**src/rtl/pwm_pair_pkg.sv**
```systemverilog
package pwm_pair_pkg;
  localparam int PRE_W    = 6;
  localparam int CNT_W    = 10;
  localparam int SD_BIT   = 6;
  localparam int FULL_BIT = 10;

  typedef enum logic [1:0] {
    REG_CTRL = 2'd0,
    REG_DUTY = 2'd1,
    REG_PER  = 2'd2,
    REG_NONE = 2'd3
  } reg_idx_t;

  typedef struct packed {
    logic [PRE_W-1:0] pre;
    logic             sd;
    logic [CNT_W-1:0] dc;
    logic             full;
    logic [CNT_W-1:0] pv;
  } chan_cfg_t;

  // level of the output for a given count position
  function automatic logic pulse_level(input logic [CNT_W-1:0] cnt,
                                       input logic [CNT_W-1:0] dc,
                                       input logic full);
    return full || (cnt < dc);
  endfunction

  // a counting tick is due when the prescale counter has reached its limit
  function automatic logic tick_due(input logic [PRE_W-1:0] pc,
                                    input logic [PRE_W-1:0] pre);
    return pc == pre;
  endfunction
endpackage

```
**src/rtl/pwm_pair_regs.sv**
```systemverilog
module pwm_pair_regs
  import pwm_pair_pkg::*;
#(
  parameter int NCH    = 2,
  parameter int DATA_W = 32,
  parameter int ADDR_W = 5
) (
  input  logic                   clk,
  input  logic                   rst_n,
  input  logic [ADDR_W-1:0]      addr,
  input  logic                   we,
  input  logic [DATA_W-1:0]      wdata,
  output logic [DATA_W-1:0]      rdata,
  output chan_cfg_t [NCH-1:0]    cfg
);
  localparam int CH_W = ADDR_W - 4;

  logic [CH_W-1:0] ch_idx;
  reg_idx_t        reg_idx;
  logic            unused_bits;

  assign ch_idx      = addr[ADDR_W-1:4];
  assign reg_idx     = reg_idx_t'(addr[3:2]);
  assign unused_bits = ^{wdata[DATA_W-1:FULL_BIT+1], addr[1:0]};

  for (genvar c = 0; c < NCH; c++) begin : g_ch
    always_ff @(posedge clk) begin
      if (!rst_n) begin
        cfg[c] <= '0;
      end else if (we && ch_idx == CH_W'(c)) begin
        case (reg_idx)
          REG_CTRL: begin
            cfg[c].pre <= wdata[PRE_W-1:0];
            cfg[c].sd  <= wdata[SD_BIT];
          end
          REG_DUTY: begin
            cfg[c].dc   <= wdata[CNT_W-1:0];
            cfg[c].full <= wdata[FULL_BIT];
          end
          REG_PER:  cfg[c].pv <= wdata[CNT_W-1:0];
          default:  ;
        endcase
      end
    end
  end

  always_comb begin
    rdata = '0;
    if (int'(ch_idx) < NCH) begin
      case (reg_idx)
        REG_CTRL: rdata = DATA_W'({cfg[ch_idx].sd, cfg[ch_idx].pre});
        REG_DUTY: rdata = DATA_W'({cfg[ch_idx].full, cfg[ch_idx].dc});
        REG_PER:  rdata = DATA_W'(cfg[ch_idx].pv);
        default:  rdata = '0;
      endcase
    end
  end
endmodule

```
**src/rtl/pwm_pair_chan.sv**
```systemverilog
module pwm_pair_chan
  import pwm_pair_pkg::*;
(
  input  logic             clk,
  input  logic             rst_n,
  input  logic             en,
  input  chan_cfg_t        cfg,
  output logic             pwm_o,
  output logic             run_o,
  output logic             tick_o,
  output logic             bnd_o,
  output logic             start_o,
  output logic [CNT_W-1:0] cnt_o,
  output logic [CNT_W-1:0] act_dc_o,
  output logic [CNT_W-1:0] act_pv_o,
  output logic             act_full_o
);
  logic             run;
  logic [PRE_W-1:0] pc;
  logic [CNT_W-1:0] cnt;
  logic [PRE_W-1:0] act_pre;
  logic [CNT_W-1:0] act_dc;
  logic [CNT_W-1:0] act_pv;
  logic             act_full;

  logic tick, bnd, start, hard_stop, soft_stop;

  assign tick      = run && tick_due(pc, act_pre);
  assign bnd       = tick && (cnt == act_pv);
  assign start     = !run && en;
  assign hard_stop = run && !en && cfg.sd;
  assign soft_stop = bnd && !en;

  always_ff @(posedge clk) begin
    if (!rst_n) begin
      run      <= 1'b0;
      pc       <= '0;
      cnt      <= '0;
      act_pre  <= '0;
      act_dc   <= '0;
      act_pv   <= '0;
      act_full <= 1'b0;
    end else if (start) begin
      run      <= 1'b1;
      pc       <= '0;
      cnt      <= '0;
      act_pre  <= cfg.pre;
      act_dc   <= cfg.dc;
      act_pv   <= cfg.pv;
      act_full <= cfg.full;
    end else if (run) begin
      if (hard_stop || soft_stop) begin
        run <= 1'b0;
        pc  <= '0;
        cnt <= '0;
      end else if (tick) begin
        pc <= '0;
        if (bnd) begin
          cnt      <= '0;
          act_pre  <= cfg.pre;
          act_dc   <= cfg.dc;
          act_pv   <= cfg.pv;
          act_full <= cfg.full;
        end else begin
          cnt <= cnt + 1'b1;
        end
      end else begin
        pc <= pc + 1'b1;
      end
    end
  end

  assign pwm_o      = run && pulse_level(cnt, act_dc, act_full);
  assign run_o      = run;
  assign tick_o     = tick;
  assign bnd_o      = bnd;
  assign start_o    = start;
  assign cnt_o      = cnt;
  assign act_dc_o   = act_dc;
  assign act_pv_o   = act_pv;
  assign act_full_o = act_full;
endmodule

```
**src/rtl/pwm_pair.sv**
```systemverilog
module pwm_pair
  import pwm_pair_pkg::*;
#(
  parameter  int NCH    = 2,
  parameter  int DATA_W = 32,
  localparam int CH_W   = (NCH > 1) ? $clog2(NCH) : 1,
  localparam int ADDR_W = CH_W + 4
) (
  input  logic              clk,
  input  logic              rst_n,
  input  logic [ADDR_W-1:0] bus_addr,
  input  logic              bus_we,
  input  logic [DATA_W-1:0] bus_wdata,
  output logic [DATA_W-1:0] bus_rdata,
  input  logic [NCH-1:0]    chan_en,
  output logic [NCH-1:0]    pwm_out
);
  chan_cfg_t [NCH-1:0] cfg;

  logic [NCH-1:0]            run_w, tick_w, bnd_w, start_w, sd_w, act_full_w;
  logic [NCH-1:0][CNT_W-1:0] cnt_w, act_dc_w, act_pv_w;

  pwm_pair_regs #(.NCH(NCH), .DATA_W(DATA_W), .ADDR_W(ADDR_W)) u_regs (
    .clk   (clk),
    .rst_n (rst_n),
    .addr  (bus_addr),
    .we    (bus_we),
    .wdata (bus_wdata),
    .rdata (bus_rdata),
    .cfg   (cfg)
  );

  for (genvar c = 0; c < NCH; c++) begin : g_chan
    assign sd_w[c] = cfg[c].sd;
    pwm_pair_chan u_chan (
      .clk        (clk),
      .rst_n      (rst_n),
      .en         (chan_en[c]),
      .cfg        (cfg[c]),
      .pwm_o      (pwm_out[c]),
      .run_o      (run_w[c]),
      .tick_o     (tick_w[c]),
      .bnd_o      (bnd_w[c]),
      .start_o    (start_w[c]),
      .cnt_o      (cnt_w[c]),
      .act_dc_o   (act_dc_w[c]),
      .act_pv_o   (act_pv_w[c]),
      .act_full_o (act_full_w[c])
    );
  end
endmodule

```
**config.mk**
```make
export PLATFORM = sky130hd
export DESIGN_NAME = pwm_pair
export DESIGN_NICKNAME = d
export VERILOG_FILES = /design/src/rtl/pwm_pair_pkg.sv /design/src/rtl/pwm_pair_regs.sv /design/src/rtl/pwm_pair_chan.sv /design/src/rtl/pwm_pair.sv
export SDC_FILE = /design/constraint.sdc
export NUM_CORES = 1
export LEC_CHECK = 0
export BUFFER_PORTS_ARGS = -buffer_cell sky130_fd_sc_hd__buf_2
export CAP_MARGIN = 15
export CORE_MARGIN = 1
export CORE_UTILIZATION = 62
export CTS_BUF_LIST = sky130_fd_sc_hd__clkbuf_8
export DETAILED_ROUTE_END_ITERATION = 7
export PLACE_DENSITY = 0.83
export RECOVER_POWER = 100
export SKIP_LAST_GASP = 1
export SYNTH_ARGS = -nofsm -noshare
export SYNTH_HDL_FRONTEND = slang
export SYNTH_SLANG_ARGS = --single-unit
```
**constraint.sdc**
```tcl
create_clock -name clk -period 2.3 [get_ports clk]
set_input_delay 0.46 -clock clk [delete_from_list [all_inputs] [get_ports clk]]
set_output_delay 0.46 -clock clk [all_outputs]
set_load 0.005 [all_outputs]
```
==> flow_metrics.tcl, run 1 <==
set metrics [dict create \
    outcome "finished with violations" \
    violations "setup timing" \
    fmax_mhz 394.2 \
    maxSlewHeadroom_pct 14.10 \
    slew_viol_final 0 \
    htree_num_levels 4 \
    synth_most_common_cell "nand2_1" \
    grt_pass1_wl_um 37180 \
    ys_seq_area_share_pct 33.89 \
    switchingPower_uw 1605 \
    pwr-share-clk_pct 39.8 \
    synthCells 1063 \
    ys_ff_latch 144 \
    synth.yosys.warnings 0 \
    required_ps 1840 \
    fp.dieH_um 119.1 \
    port_buffers 31 \
    p_int_uw 3968 \
    cts_hold_repair.buffers 0 \
    rsz0062_at_grt "true" \
    fin_crit_sh_pct 110.3 \
    finClkSkew_ps 18.69 \
    yosys.area.top_type_share_pct 33.89 \
    cts_tree "done" \
    cp-start-kind "flop" \
    diodes 0 \
    max_stage_delay_ps 340 \
    drv_cap 0 \
    min_from "bus_wdata[10]" \
    drt_pass1_iterations 5 \
    reg2reg_slack_ps 80 \
    min_path_type "in2reg" \
    final_net_count 1144 \
    cp_top_family "compound AO/OA/AOI/OAI gates" \
    ys_types 53 \
    tightest_slew_ps 1289 \
    syn_avg_cell_area_sq_um 8.003 \
    root_buffer "clkbuf_8" \
    fin_tns_setup_ps -1008 \
    ys.flop_type "dfxtp_1" \
    async_flop_share_pct 0 \
    synth_area_leader_cell "dfxtp_1" \
    grt_overflow 0 \
    path_cells "inv_2, ha_4, a21o_1, a211oi_2, o21ai_1, a21oi_1, o31a_1, buf_2" \
    ant_nets 0 \
    leakagePower_uw 0.003516 \
    grt_max_degree 77 \
    crit_path_end "pwm_out[0]" \
    layout-drive-gt1-share_pct 12.63 \
    worstReg2RegEnd "g_chan[1].u_chan.act_dc_o[2]" \
    setup_viol 10 \
    power_frac_seq_pct 46.4 \
    syn_to_final_growth_pct 9.590 \
    num_io_pins 76 \
    design.die.area_sq_um 14190 \
    antenna_found_initial 0 \
    cp_slowest_cell "dfxtp_2" \
    numCtsBuffers 17 \
    num-fill-cells 1057 \
    crit_fanout 2 \
    grtUsageTotal_pct 32.97 \
    gp_congestion 0.9027 \
    avgRoutedWirePerCell_um 17.98 \
    clkTransAtPathRegs_ps 80 \
    synthTopCellsByCount "nand2_1 (161), dfxtp_1 (144), clkbuf_1 (61), a21boi_0 (60), nand3b_1 (57)" \
    core-area_sq_um 13300 \
    critical_path_depth 8 \
    powerDensity_nw_per_um2 597.7 \
    worst-setup-path-type "reg2out" \
    finalWirelength_um 22820 \
    fin_total_pwr_uw 5572 \
    worstRegToRegCells 7 \
    die_w_um 119.1 \
    clock_latency_ps 470 \
    cp-end-kind "output port" \
    power.share.combinational_pct 13.8 \
    clockBufferDepth 2 \
    vias 7906 \
    drc 0 \
    hpwl_um 15110 \
    timing.rr.start "g_chan[1].u_chan.cnt_o[4]" \
    finalHoldViolCount 0 \
    vdd_drop_max_mv 0.4517 \
    first_iter_violations 884 \
    grt_pass1_vias 7277 \
    viasPerCell 6.230 \
    crit_start "g_chan[0].u_chan.act_dc_o[4]" \
    synth_edf_count 0 \
    swShare_pct 28.80 \
    cp.buffers_inverters 2 \
    syn_area_sq_um 8507 \
    synthTopCellsByArea "dfxtp_1 (34%), nand2_1 (7.1%), a21boi_0 (5.3%)" \
    fin_crit_ps 2537 \
    std_cell_rows 42 \
    clock_sinks 144 \
    arrival_ps 2080 \
    start_util_pct 63.98 \
    fin_ws_ps -236.6 \
]
state kept, by name, indices dropped and copies added (netlist names):
| name | cells |
|---|---|
| u_regs.cfg | 56 |
| g_chan.u_chan.act_dc_o | 20 |
| g_chan.u_chan.act_pv_o | 20 |
| g_chan.u_chan.cnt_o | 20 |
| g_chan.u_chan.act_pre | 12 |
| g_chan.u_chan.pc | 12 |
| g_chan.u_chan.act_full_o | 2 |
| g_chan.u_chan.run_o | 2 |
cells by family after synthesis:
| family | after synthesis | synth area share (%) |
|---|---|---|
| other | 1 | 0.04408 |
| muxes | 33 | 3.883 |
| adders and majority gates | 22 | 3.236 |
| and+or+nand+nor | 433 | 26.83 |
| buffers and inverters | 141 | 7.780 |
| DFF | 144 | 33.89 |
| AOI/OAI and AO/OA | 247 | 20.02 |
| xor gates and xnor gates | 42 | 4.324 |
metrics by stage:
stage          cells  cell area, sq um  util, %  setup slack, ps  hold WS (ps)
2_1_floorplan   1083              8582        -            184.3         469.5
3_3_place_gp    1231              8827    66.39            143.9         497.2
3_5_place_dp    1231              8827    66.39            136.4         504.4
4_1_cts         1269              9384    70.58           -127.1         228.3
5_1_grt         1269              9323    70.12           -243.2         259.0
6_report        1269              9323    70.12           -236.6         244.0
cell type report:
cell class              instances  area [sq um]  area share [%]
clock buffers                  17         234.0           2.510
clock inverters                15         191.4           2.053
inverters                      37         138.9           1.490
multi-input cells             798          5095           54.65
flip-flops and latches        144          2905           31.16
well taps                     176         220.2           2.362
repair buffers                 82         538.0           5.771
what timing repair did:
action                                  CTS  global route
endpoints found under the setup margin    2             3
buffers inserted                          6             0
hold endpoints to repair                  0             0
cloned                                    0             0
pin swaps                                10             0
resized for setup                        27             2
tightest hold or removal path, stage by stage:
cell and delay [ps]:
buf_2 100, nand2_1 40, a21boi_0 60
power groups by stage:
stage / Clock, uW / Sequential (uW) / Combinational, uW
final: 2220 / 2580 / 771
after global routing: 2330 / 2590 / 822
after CTS: 2220 / 2580 / 760
after detailed placement: 0 / 2640 / 754
after global placement: 0 / 2640 / 744
after floorplan: 0 / 2620 / 562
metal layers:
layer	global-route usage, %	part of all wire (%)
met3	7.136	7.9
met2	51.78	46
met5	0	0
met4	14.79	3.6
met1	43.25	42
layout by cell type (no fill, tap or decap), types with 24 or more instances in the layout:
| cell type | synthesis | routed |
|---|---|---|
| a211o_1 | 31 | 31 |
| dfxtp_1 | 144 | 134 |
| nand3b_1 | 57 | 57 |
| o21ai_0 | 41 | 39 |
| xor2_1 | 24 | 24 |
| nand4_1 | 39 | 39 |
| nand2b_1 | 28 | 28 |
| nor2_1 | 39 | 37 |
| nand3_1 | 36 | 36 |
| a21boi_0 | 60 | 60 |
| buf_2 | 10 | 30 |
| mux2i_1 | 33 | 33 |
| buf_4 | 26 | 40 |
| inv_1 | 37 | 35 |
| o211ai_1 | 28 | 28 |
| nand2_1 | 161 | 161 |
| a21oi_1 | 40 | 40 |
worst min path at each step:
stage | cells after the start | slack (ps) | to
finish | 3 | 240 | u_regs.cfg[38]
global route | 3 | 260 | u_regs.cfg[38]
CTS | 3 | 230 | u_regs.cfg[38]
detailed placement | 2 | 500 | u_regs.cfg[13]
global placement | 2 | 500 | u_regs.cfg[39]
floorplan | 2 | 470 | u_regs.cfg[18]
(Power assumes the default switching activity.)
==> run 2: changes to the inputs <==
CORE_UTILIZATION = 61   (was 62)
SYNTH_HIERARCHICAL = 1   (was default)
==> run 2 against run 1 <==
The run still ends with setup timing left. First-iteration DRC count decreased by 49%. Global-route usage decreased by 4.0 points. Largest cell class unchanged. Non-clock buffer count decreased by 28. Maximum frequency increased by 6.7%.
==> flow_metrics.tcl, run 2 <==
set metrics [dict create \
    vias 6050 \
    reg2reg_slack_ps 40 \
    fin_cells 990 \
    cp_top_family "compound AO/OA/AOI/OAI gates" \
    std_cell_rows 38 \
    crit_fanout 5 \
    min_path_type "in2reg" \
    tightest_slew_ps 856.0 \
    clock_latency_ps 440 \
    ant_nets 0 \
    vdd_drop_max_mv 0.4109 \
    syn_to_final_growth_pct 10.65 \
    worstReg2RegEnd "g_chan[0].u_chan/act_pv_o[9]" \
    cts_hold_repair.buffers 0 \
    cp_slowest_cell "dfxtp_1" \
    fin_ws_ps -76.74 \
    clkTransAtPathRegs_ps 80 \
    final_util_pct 69.83 \
    cts_tree "done" \
    dp_cells 948 \
    timing.rr.start "g_chan[0].u_chan/cnt_o[8]" \
    clockBufferDepth 2 \
    hold_slack_ps 332.5 \
    root_buffer "clkbuf_8" \
    design.die.area_sq_um 11690 \
    hpwl_um 10700 \
    finClkSkew_ps 6.072 \
    synthCells 822 \
    viasPerCell 6.111 \
    fin_crit_ps 2377 \
    avgRoutedWirePerCell_um 16.63 \
    grt_pass1_vias 5563 \
    syn_avg_cell_area_sq_um 8.360 \
    setup_viol 3 \
    finalHoldViolCount 0 \
    die_w_um 108.1 \
    fin_tns_setup_ps -97.91 \
    arrival_ps 1920 \
    hold_path_depth 3 \
    min_from "bus_wdata[10]" \
    grtUsageTotal_pct 28.98 \
    violations "setup timing" \
    fin_crit_sh_pct 103.3 \
    worst-setup-path-type "reg2out" \
    final_net_count 903 \
    first_iter_violations 451 \
    slew_viol_final 0 \
    regMostFlops "u_regs/cfg" \
    diodes 0 \
    cp-end-kind "output port" \
    powerDensity_nw_per_um2 674.1 \
    min_to "u_regs/cfg[38]" \
    outcome "finished with violations" \
    max_stage_delay_ps 380 \
    grt_pass1_wl_um 26170 \
    numCtsBuffers 17 \
    final_common_cell "dfxtp_1" \
    gp_congestion 0.9653 \
    fmax_mhz 420.7 \
    port_buffers 31 \
    clock_sinks 144 \
    layout-drive-gt1-share_pct 12.59 \
    syn_area_sq_um 6872 \
    cp.buffers_inverters 1 \
    maxSlewHeadroom_pct 42.93 \
    grt_overflow 0 \
    rsz0062_at_grt "true" \
    htree_num_levels 4 \
    required_ps 1840 \
    dpl_cell_area_sq_um 7017 \
    drt_pass1_iterations 6 \
    fp.dieH_um 108.1 \
    num_io_pins 76 \
    leakagePower_uw 0.002763 \
    largest_reg_flops 56 \
    grt_max_degree 78 \
    path_cells "ha_4, a211oi_2, nand2_1, a211oi_2, o21ai_1, o211ai_1, buf_2" \
    finalWirelength_um 16470 \
    finalInstanceArea_sq_um 7604 \
    antenna_found_initial 0 \
    final_cell_mix "dfxtp_1 (132), nand3_1 (114), o21ai_0 (91), nand2_1 (77), o21ai_1 (39)" \
    drc 0 \
    worstRegToRegCells 9 \
    synth.yosys.warnings 6 \
    cp-start-kind "flop" \
    core-area_sq_um 10890 \
    drv_cap 0 \
    cpMostUsedCell "a211oi_2" \
    start_util_pct 63.11 \
]
run 2: cell count changes in the layout (fill, tap and decap cells not counted), moves of 25 or more:
cell      before  now
o21ai_1        1   39
nand2_1      161   77
nand3_1       36  114
a211o_1       31    0
a21boi_0      60    0
buf_4         40   15
o211ai_1      28    2
nand4_1       39   10
nand3b_1      57   20
o21ai_0       39   91
run 2: per-layer routing:
metal  share of wire [%]  track usage [%]
met4                 2.3            10.76
met2                  49            48.86
met3                 7.4            5.003
met5                   0                0
met1                  42            37.03
run 2: cell type report:
cell class / instances / area [sq um]
fill: 833 / 3284
clock inverter: 12 / 170.2
sequential: 144 / 2905
clock buffer: 18 / 247.7
inverter: 18 / 67.56
multi-input combinational: 604 / 3706
timing repair buffer: 54 / 331.6
tap: 140 / 175.2
run 2: power by group:
part | switching, uW | internal, uW
clock | 926 | 1190
combinational | 309 | 136
sequential | 40.1 | 2530
run 2: worst reg2reg max path, cell delays in order (launching register included):
cell and delay, ps:
dfxtp_1 460, clkbuf_4 200, xnor2_1 120, nand4_1 120, nor4_2 220, buf_4 260
a31oi_2 290, buf_4 300, nand3_1 110, o21ai_1 70
run 2: worst max path at each step:
stage                                              end  slack (ps)                    startpoint  cells past startpoint
after floorplan                           bus_rdata[0]         450                   bus_addr[4]                      5
after global placement     g_chan[1].u_chan/act_pre[4]         130        g_chan[1].u_chan/pc[4]                      7
after detailed placement  g_chan[0].u_chan/act_dc_o[4]         -30     g_chan[0].u_chan/cnt_o[4]                      7
after CTS                                   pwm_out[0]         -30  g_chan[0].u_chan/act_dc_o[1]                      8
after global routing                        pwm_out[1]        -160  g_chan[1].u_chan/act_dc_o[8]                      8
final                                       pwm_out[0]         -80     g_chan[0].u_chan/cnt_o[8]                      7
run 2: per-stage QoR:
step	power, uW	setup WS, ps
2_1_floorplan	2960	450.6
3_3_place_gp	3021	130.6
3_5_place_dp	3042	-30.04
4_1_cts	5146	-33.41
5_1_grt	5300	-163.7
6_report	5126	-76.74
run 2: repair_timing:
item | CTS | global route
gates cloned | 2 | 0
pin swaps | 16 | 2
endpoints found under the setup margin | 10 | 2
setup buffers | 2 | 6
gates resized for setup | 24 | 11
==> run 3: changes to the inputs <==
BUFFER_PORTS_ARGS = default   (was -buffer_cell sky130_fd_sc_hd__buf_2)
CORE_UTILIZATION = 67   (was 61)
DONT_BUFFER_PORTS = 1   (was default)
SYNTH_HIERARCHICAL = default   (was 1)
==> run 3 against run 2 <==
The run now ends clean. Maximum frequency grew 3.4%. Critical endpoint is now pwm_out[1]. Utilization increased by 3.5 points. First-iteration DRC count is 58% higher. Critical path type unchanged. Non-clock buffer count decreased by 29. Global-route usage is 5.4 points higher. Via count up 24%. Combinational power up 37%. Critical path depth decreased by 1.
==> flow_metrics.tcl, run 3 (synthesis gave the netlist of run 1 again) <==
set metrics [dict create \
    numCtsBuffers 17 \
    fmax_mhz 435.2 \
    gp_congestion 0.8903 \
    clockBufferDepth 2 \
    layout-drive-gt1-share_pct 8.406 \
    start_util_pct 69.66 \
    grt_max_degree 123 \
    final_net_count 1087 \
    clock_latency_ps 460 \
    hold_path_depth 2 \
    fin_tns_setup_ps 0 \
    setup_viol 0 \
    arrival_ps 1840 \
    tightest_slew_ps 1269 \
    min_from "bus_wdata[10]" \
    design.die.area_sq_um 13150 \
    fin_total_pwr_uw 5210 \
    avgRoutedWirePerCell_um 17.93 \
    fp.dieH_um 114.7 \
    timing.rr.start "g_chan[0].u_chan.cnt_o[4]" \
    min_path_type "in2reg" \
    cp-start-kind "flop" \
    antenna_found_initial 0 \
    fin_crit_sh_pct 99.90 \
    std_cell_rows 40 \
    clkTransAtPathRegs_ps 90 \
    pre_cts_ws_ps 194.8 \
    htree_num_levels 4 \
    rsz0062_at_grt "true" \
    diodes 0 \
    core-area_sq_um 12210 \
    viasPerCell 6.224 \
    port_buffers 0 \
    crit_fanout 7 \
    first_iter_violations 712 \
    cp-end-kind "output port" \
    grt_overflow 0 \
    maxSlewHeadroom_pct 14.72 \
    vdd_drop_max_mv 0.5117 \
    root_buffer "clkbuf_8" \
    vias 7487 \
    num_io_pins 76 \
    cts_hold_repair.buffers 0 \
    final_util_pct 73.33 \
    cts_tree "done" \
    fin_cells 1203 \
    regMostFlops "u_regs.cfg" \
    die_w_um 114.7 \
    required_ps 1840 \
    drv_cap 0 \
    worstRegToRegCells 7 \
    powerDensity_nw_per_um2 581.8 \
    grtUsageTotal_pct 34.34 \
    outcome "completed" \
    worst-setup-path-type "reg2out" \
    clock_sinks 144 \
    syn_to_final_growth_pct 5.265 \
    grt_pass1_wl_um 35270 \
    finalHoldViolCount 0 \
    grt_pass1_vias 6786 \
    dp_cells 1170 \
    drc 0 \
    worstReg2RegEnd "g_chan[0].u_chan.run_o" \
    finalWirelength_um 21570 \
    hpwl_um 14010 \
    slew_viol_final 0 \
    largest_reg_flops 56 \
    fin_crit_ps 2298 \
    final_cell_mix "nand2_1 (161), dfxtp_1 (133), a21boi_0 (60), nand3b_1 (57), a21oi_1 (40)" \
    ant_nets 0 \
    finClkSkew_ps 15.16 \
    drt_pass1_iterations 5 \
    final_common_cell "nand2_1" \
    min_to "u_regs.cfg[38]" \
    fin_ws_ps 2.194 \
    reg2reg_slack_ps 90 \
    leakagePower_uw 0.003240 \
]
run 3: cell types whose count changed in the layout (fill, tap and decap cells not counted), sizes merged, moves of 17 or more:
cell and change:
o21ai -89, nand2 +84, nand3 -78, a21boi +60
nand3b +37, a211o +31, nand4 +30, o211ai +27
nand2b +24, buf -23, inv +19, a21oi +17
run 3: how the worst max path moves through the flow:
stage                                    startpoint                            to  slack (ps)  cells past startpoint
after global placement    g_chan[1].u_chan.cnt_o[4]  g_chan[1].u_chan.act_pv_o[4]         240                      6
after global routing      g_chan[1].u_chan.cnt_o[2]                    pwm_out[1]        -120                      6
after CTS                 g_chan[1].u_chan.cnt_o[2]                    pwm_out[1]          -8                      6
after floorplan                         bus_addr[2]                  bus_rdata[4]         180                      6
final                     g_chan[1].u_chan.cnt_o[2]                    pwm_out[1]           2                      6
after detailed placement  g_chan[1].u_chan.cnt_o[4]  g_chan[1].u_chan.act_pv_o[4]         190                      6
run 3: report_power, final:
group | internal, uW | switching, uW
registers | 2530 | 53.5
logic | 219 | 392
clock network | 988 | 1020
run 3: worst max-delay path, stage by stage, from the launching register on:
cell and delay [ps]:
dfxtp_2 330, buf_4 150, ha_1 280, o2111ai_2 140, o21ai_1 140, a21oi_1 80
o31a_1 250
run 3: metal layers:
metal  global-route usage, %  vias to the layer above  wire length [um]
li1                        -                     3635                 -
met1                   48.19                     3509              9767
met2                   52.12                      310              9650
met3                   7.994                       33              1741
met4                   10.82                        0               408
met5                       0                        -                 0
run 3: per-stage QoR:
step,hold slack (ps),instance area (sq um)
finish,129.7,8955
global route,127.0,8955
CTS,125.8,8946
detailed placement,505.8,8484
global placement,493.4,8484
floorplan,469.5,8582
run 3: what timing repair did:
| item | CTS | global route |
|---|---|---|
| pin swaps | 7 | 5 |
| endpoints found under the setup margin | 2 | 5 |
| resized for setup | 17 | 14 |
| setup buffers | 2 | 0 |
run 3: area by class of cell:
| class | instances | area (sq um) |
|---|---|---|
| Clock buffer | 18 | 247.7 |
| Clock inverter | 13 | 138.9 |
| Fill cell | 953 | 3257 |
| Inverter | 37 | 138.9 |
| Multi-Input combinational cell | 798 | 5110 |
| Sequential cell | 144 | 2902 |
| Tap cell | 168 | 210.2 |
| Timing Repair Buffer | 25 | 207.7 |
